==> src/rtl/bist_pkg.sv <==
// Package: bist_pkg
// Shared constants for the datapath self-test controller: generator
// geometry, seed, signature polynomial and run length.
// Assumes: every module of the block takes its defaults from here.
package bist_pkg;
    localparam int          LFSR_W   = 23;
    localparam int          TAP_HI   = 22;
    localparam int          TAP_LO   = 17;
    localparam int          WORD_W   = 14;
    localparam logic [22:0] PN_SEED  = 23'h2F1C35;
    localparam int          SIG_W    = 16;
    localparam logic [15:0] SIG_POLY = 16'h1021;
    localparam int          DP_W     = 16;
    localparam int          RUN_LEN  = 512;
endpackage

==> src/rtl/bist_pn_gen.sv <==
// Module: bist_pn_gen
// Word-wide pseudorandom source. It is a Fibonacci LFSR that steps
// WORD_W times per clock, so each clock gives a new word.
// Assumes: load_seed and advance are never high together, and SEED is nonzero.
module bist_pn_gen #(
    parameter int                LFSR_W = bist_pkg::LFSR_W,
    parameter int                TAP_HI = bist_pkg::TAP_HI,
    parameter int                TAP_LO = bist_pkg::TAP_LO,
    parameter int                WORD_W = bist_pkg::WORD_W,
    parameter logic [LFSR_W-1:0] SEED   = bist_pkg::PN_SEED
) (
    input  logic              clk,
    input  logic              rst_n,
    input  logic              load_seed,
    input  logic              advance,
    output logic [WORD_W-1:0] word
);
    logic [LFSR_W-1:0] state_q;
    logic [LFSR_W-1:0] chain [WORD_W+1];

    assign chain[0] = state_q;

    // Unrolled single-bit steps, one generate stage per step
    for (genvar g = 0; g < WORD_W; g++) begin : g_step
        assign chain[g+1] = {chain[g][LFSR_W-2:0], chain[g][TAP_HI] ^ chain[g][TAP_LO]};
    end

    // Generator state: reset or reload to the seed, or advance one word
    always_ff @(posedge clk) begin
        if (!rst_n)         state_q <= SEED;
        else if (load_seed) state_q <= SEED;
        else if (advance)   state_q <= chain[WORD_W];
    end

    assign word = state_q[WORD_W-1:0];


    restart_seed_chk: assert property (@(posedge clk) disable iff (!rst_n)
        load_seed |=> state_q == SEED);


    pn_nonzero_chk: assert property (@(posedge clk) disable iff (!rst_n)
        state_q != '0);


    pn_idle_hold_chk: assert property (@(posedge clk) disable iff (!rst_n)
        (!advance && !load_seed) |=> $stable(state_q));
endmodule

==> src/rtl/bist_misr.sv <==
// Module: bist_misr
// Multiple-input signature register. It shifts left, applies the
// polynomial feedback and XORs in one data word per fold.
// Assumes: DATA_W <= SIG_W. The next value is exported so the final word
// can be captured at the same edge that folds it in.
module bist_misr #(
    parameter int               SIG_W  = bist_pkg::SIG_W,
    parameter int               DATA_W = bist_pkg::DP_W,
    parameter logic [SIG_W-1:0] POLY   = bist_pkg::SIG_POLY
) (
    input  logic              clk,
    input  logic              rst_n,
    input  logic              clear,
    input  logic              fold,
    input  logic [DATA_W-1:0] data,
    output logic [SIG_W-1:0]  sig_next
);
    logic [SIG_W-1:0] sig_q;
    logic [SIG_W-1:0] data_ext;

    // Zero-extend the incoming word to the signature width
    always_comb begin
        data_ext = '0;
        data_ext[DATA_W-1:0] = data;
    end

    // Next signature: shift, polynomial feedback, data injection
    always_comb begin
        sig_next = {sig_q[SIG_W-2:0], 1'b0} ^ (sig_q[SIG_W-1] ? POLY : '0) ^ data_ext;
    end

    // Signature register: cleared at run start, updated on every fold
    always_ff @(posedge clk) begin
        if (!rst_n)     sig_q <= '0;
        else if (clear) sig_q <= '0;
        else if (fold)  sig_q <= sig_next;
    end


    misr_clear_chk: assert property (@(posedge clk) disable iff (!rst_n)
        clear |=> sig_q == '0);


    misr_hold_chk: assert property (@(posedge clk) disable iff (!rst_n)
        (!clear && !fold) |=> $stable(sig_q));
endmodule

==> src/rtl/bist_ctrl.sv <==
// Module: bist_ctrl
// Run sequencer. It accepts a start while idle, counts RUN_LEN busy
// cycles, flags the last one, and keeps the done flag.
// Assumes: start may arrive at any time. Starts seen while busy are dropped.
module bist_ctrl #(
    parameter int RUN_LEN = bist_pkg::RUN_LEN
) (
    input  logic clk,
    input  logic rst_n,
    input  logic start,
    output logic accept,
    output logic last,
    output logic busy,
    output logic done
);
    localparam int CNT_W = $clog2(RUN_LEN);
    localparam logic [CNT_W-1:0] CNT_LAST = CNT_W'(RUN_LEN - 1);

    logic             busy_q;
    logic             done_q;
    logic [CNT_W-1:0] cnt_q;

    assign accept = start && !busy_q;
    assign last   = busy_q && (cnt_q == CNT_LAST);

    // Busy flag and cycle counter for the current run
    always_ff @(posedge clk) begin
        if (!rst_n) begin
            busy_q <= 1'b0;
            cnt_q  <= '0;
        end else if (accept) begin
            busy_q <= 1'b1;
            cnt_q  <= '0;
        end else if (last) begin
            busy_q <= 1'b0;
            cnt_q  <= '0;
        end else if (busy_q) begin
            cnt_q  <= cnt_q + 1'b1;
        end
    end

    // Completion flag: set at run end, cleared by the next accepted start
    always_ff @(posedge clk) begin
        if (!rst_n)      done_q <= 1'b0;
        else if (accept) done_q <= 1'b0;
        else if (last)   done_q <= 1'b1;
    end

    assign busy = busy_q;
    assign done = done_q;


    busy_keep_chk: assert property (@(posedge clk) disable iff (!rst_n)
        (busy_q && !last) |=> busy_q);


    run_begin_chk: assert property (@(posedge clk) disable iff (!rst_n)
        accept |=> (busy_q && cnt_q == '0));


    done_set_chk: assert property (@(posedge clk) disable iff (!rst_n)
        last |=> (!busy_q && done_q));


    busy_done_excl_chk: assert property (@(posedge clk) disable iff (!rst_n)
        !(busy_q && done_q));
endmodule

==> src/rtl/dp_bist.sv <==
// Module: dp_bist
// Top of the datapath self-test. It connects the sequencer, the
// pseudorandom source and the signature register, and posts the
// signature as two bytes when a run completes.
// Assumes: the datapath mux selects pn_word while busy is high. dp_word is
// the datapath output that matches pn_word in the same cycle.
module dp_bist #(
    parameter int DP_W    = bist_pkg::DP_W,
    parameter int WORD_W  = bist_pkg::WORD_W,
    parameter int RUN_LEN = bist_pkg::RUN_LEN
) (
    input  logic              clk,
    input  logic              rst_n,
    input  logic              start,
    input  logic              pn_resume,
    input  logic [DP_W-1:0]   dp_word,
    output logic [WORD_W-1:0] pn_word,
    output logic              busy,
    output logic              done,
    output logic [7:0]        sig_lo,
    output logic [7:0]        sig_hi
);
    localparam int SIG_W = bist_pkg::SIG_W;

    logic             accept;
    logic             last;
    logic             busy_w;
    logic [SIG_W-1:0] sig_next;
    logic [SIG_W-1:0] sig_post_q;

    bist_ctrl #(.RUN_LEN(RUN_LEN)) u_ctrl (
        .clk    (clk),
        .rst_n  (rst_n),
        .start  (start),
        .accept (accept),
        .last   (last),
        .busy   (busy_w),
        .done   (done)
    );

    bist_pn_gen #(.WORD_W(WORD_W)) u_pn (
        .clk       (clk),
        .rst_n     (rst_n),
        .load_seed (accept && !pn_resume),
        .advance   (busy_w),
        .word      (pn_word)
    );

    bist_misr #(.SIG_W(SIG_W), .DATA_W(DP_W)) u_misr (
        .clk      (clk),
        .rst_n    (rst_n),
        .clear    (accept),
        .fold     (busy_w),
        .data     (dp_word),
        .sig_next (sig_next)
    );

    // Posted signature: captured with the final word at the end of a run
    always_ff @(posedge clk) begin
        if (!rst_n)    sig_post_q <= '0;
        else if (last) sig_post_q <= sig_next;
    end

    assign busy   = busy_w;
    assign sig_lo = sig_post_q[7:0];
    assign sig_hi = sig_post_q[15:8];


    sig_hold_chk: assert property (@(posedge clk) disable iff (!rst_n)
        !last |=> $stable({sig_hi, sig_lo}));
endmodule

==> config.mk <==
export PLATFORM = sky130hd
export DESIGN_NAME = dp_bist
export DESIGN_NICKNAME = d
export VERILOG_FILES = /design/src/rtl/bist_pkg.sv /design/src/rtl/bist_pn_gen.sv /design/src/rtl/bist_misr.sv /design/src/rtl/bist_ctrl.sv /design/src/rtl/dp_bist.sv
export SDC_FILE = /design/constraint.sdc
export NUM_CORES = 1
export LEC_CHECK = 0
export BUFFER_PORTS_ARGS = -buffer_cell sky130_fd_sc_hd__buf_2
export CORE_ASPECT_RATIO = 0.5
export CORE_UTILIZATION = 49
export DETAILED_ROUTE_END_ITERATION = 6
export PLACE_DENSITY = 0.8
export SYNTH_ARGS = -nofsm -noshare
export SYNTH_HDL_FRONTEND = slang
export SYNTH_SLANG_ARGS = --single-unit
==> constraint.sdc <==
create_clock -name clk -period 1.59 [get_ports clk]
set_input_delay 0.0795 -clock clk [delete_from_list [all_inputs] [get_ports clk]]
set_output_delay 0.0795 -clock clk [all_outputs]
set_load 0.005 [all_outputs]
==> out/qor.yml <==
port_buffers: 51
critPathArrivalTime_ns: 1.74
syn_area_um2: 2800
first_iter_violations: 102
fp.dieW_um: 109
clock_skew_ns: 0.00425
grt_pass1_vias: 2049
worst-path-stages: 8
grt_overflow: 0
cts-root-buf: "clkbuf_16"
numCtsBuffers: 9
status: "finished clean"
synthCells: 286
power_mw: 4.27
power.leakage_nw: 1.53
post-synth-top-count-cell: "dfxtp_1"
htree_levels: 3
antenna_cells: 0
syn-num-nets: 308
grt_pass1_wl_um: 9240
maxSlewHeadroom: 0.721
wl_per_cell_um: 13.4
critical_path_required_ns: 1.82
drcViolationCount: 0
syn2layout_area_growth_pct: 22.5
core_area_um2: 5490
finalHoldViolCount: 0
chipHeight_um: 55.4
vdd_drop_max_mv: 1.15
synth-main-ff-cell: "dfxtp_1"
final_nets: 352
reg2reg_depth: 8
grt_max_degree: 51
critPathMaxStageDelay_ns: 0.35
worstPathCellList: "ha_4 > nand4_1 > nor2_1 > ha_2 > and2_4 > buf_12 > nand2_1 > o211a_1"
cts_tree: "yes"
synth_top_area_cell: "dfxtp_1"
grt_usage: 0.206
crit_family: "simple AND/OR/NAND/NOR gates"
path_clk_slew_ns: 0.05
routed_wl_um: 5460
vias: 2125
yosysUniqueCellTypes: 30
finalWorstSetupSlack_ns: 0.0763
period_share: 0.952
io_pins: 52
yosysSeqAreaShare: 0.472
place_congestion: 0.753
nFillCells: 462
clkLatencyLatePin_ns: 0.33
fmax_mhz: 661
setup_viol: 0
power.density_nw_per_um2: 1250
critPathLaunchType: "register"
rows: 19
synth-seq-cells: 66
postRouteAntennaNets: 0
cts_sinks: 66
maxSlewViolCount: 0
whs_path_depth: 3
initial_core_util: 0.510
drive_above_1_share: 0.275
synth_top_cell_area_share: 0.472
crit_path_max_fanout: 20
worst_pin_slew_ns: 0.419
synth_area_per_cell_um2: 9.79
postCtsHoldBufs: 0
critPathBufInv: 1
hold_path.class: "input port to register"
cp_slowest_cell: "dfxtp_2"
yosysWarnings: 0
fin_crit_ns: 1.51
first_pass_iters: 4
cp-end-kind: "register"
viasPerCell: 5.21
synth_edf_count: 0
place_ws_ns: -0.0737
async_reset_ff_frac: 0
yosys-top-cells-area: "dfxtp_1 47%, mux2i_1 6.8%, xnor2_1 6.6%"
hpwl_um: 3730
antenna_found_initial: 0
ys_top_cells_by_count: "66 x dfxtp_1, 35 x nand2_1, 34 x nor2_1"
max_cap_violations: 0
tns_ns: 0
timing_worst_setup_path_type: "register to register"
cts.path.max_buffers: 2
dieArea_um2: 6040
## cells in the final DEF (no fill, tap or decap), types with 2 or more instances in the layout
cell type / synthesis / routed
a211oi_1: 21 / 21
xor3_1: 2 / 2
xor2_1: 9 / 9
buf_4: 17 / 10
o211a_1: 14 / 14
clkinvlp_4: 0 / 2
mux2i_1: 19 / 19
clkbuf_16: 0 / 9
a21boi_0: 3 / 3
buf_12: 0 / 2
nand2_1: 35 / 35
nor3b_1: 2 / 2
a21oi_1: 5 / 5
or3_1: 2 / 2
nand4_1: 3 / 3
o21ai_0: 4 / 4
dfxtp_1: 66 / 63
xnor2_1: 21 / 21
buf_2: 7 / 51
nor2_1: 34 / 34
clkinv_2: 0 / 2
bufinv_16: 0 / 2
nor2b_1: 2 / 2
dfxtp_2: 0 / 3
## metrics by stage
| stage | cells | hold WS (ns) | area [µm²] | util |
|---|---|---|---|---|
| floorplan | 286 | 0.249 | 2820 | - |
| global placement | 391 | 0.413 | 3080 | 0.560 |
| detailed placement | 391 | 0.420 | 3080 | 0.560 |
| CTS | 407 | 0.0623 | 3410 | 0.620 |
| global route | 408 | 0.0741 | 3430 | 0.624 |
| finish | 408 | 0.0752 | 3430 | 0.624 |
## layout make-up
| cell class | instances | area (µm²) | share of cell area |
|---|---|---|---|
| timing repair buffer | 64 | 382 | 0.111 |
| tap | 73 | 91.3 | 0.0266 |
| clock inverter | 7 | 93.8 | 0.0274 |
| multi-input combinational | 189 | 1310 | 0.382 |
| sequential | 66 | 1330 | 0.386 |
| clock buffer | 9 | 225 | 0.0657 |
## per-layer routing
metal / vias up / GRT usage / wire length (µm)
met1: 999 / 0.231 / 2410
met3: 11 / 0.109 / 328
met5: - / 0 / 0
li1: 1052 / - / -
met4: 0 / 0.0927 / 106
met2: 63 / 0.324 / 2610
## worst register-to-register path: cells and delay by family, from the launching register on
family / cells / cell delay [ns]
AOI/OAI and AO/OA: 1 / 0.13
DFF: 1 / 0.35
and+or+nand+nor: 4 / 0.45
buffers and inverters: 1 / 0.15
adders and majority gates: 2 / 0.33
## power by group
group	internal, mW	switching [mW]	total [mW]
Combinational	0.190	0.194	0.383
Sequential	1.72	0.0695	1.79
Clock	1.37	0.728	2.09
Total	3.28	0.991	4.27
## final timing paths
| check | slack [ns] | start | endpoint |
|---|---|---|---|
| setup / recovery | 0.08 | u_ctrl.cnt_q[0]$_SDFFE_PP0P_ | sig_post_q[6]$_SDFFE_PN0P_ |
| hold / removal | 0.08 | dp_word[7] | u_misr.sig_q[7]$_SDFFE_PP0P_ |
| setup reg to reg | 0.08 | u_ctrl.cnt_q[0]$_SDFFE_PP0P_ | sig_post_q[6]$_SDFFE_PN0P_ |
| hold reg to reg | 0.47 | u_ctrl.done$_SDFFE_PP0P_ | u_ctrl.done$_SDFFE_PP0P_ |
## sequential cells by signal, summed over array words and instances (netlist names)
register,cells
sig_post_q,16
u_ctrl.busy,1
u_ctrl.cnt_q,9
u_ctrl.done,1
u_misr.sig_q,16
u_pn.state_q,23
## what timing repair did
action,4_1_cts,5_1_grt
buffers inserted,0,1
resized for setup,3,3
endpoints found under the setup margin,23,25
pin swaps,0,2
## cells by family (layout without fill, tap and decap cells)
| family | after synthesis | in the layout | share of synthesized area |
|---|---|---|---|
| and+or+nand+nor | 86 | 86 | 0.134 |
| DFF | 66 | 66 | 0.472 |
| AOI/OAI and AO/OA | 50 | 50 | 0.139 |
| xor gates and xnor gates | 32 | 32 | 0.111 |
| buffers and inverters | 31 | 80 | 0.0675 |
| muxes | 19 | 19 | 0.0679 |
| adders and majority gates | 2 | 2 | 0.00894 |
Power figures use the tool's default switching activity.
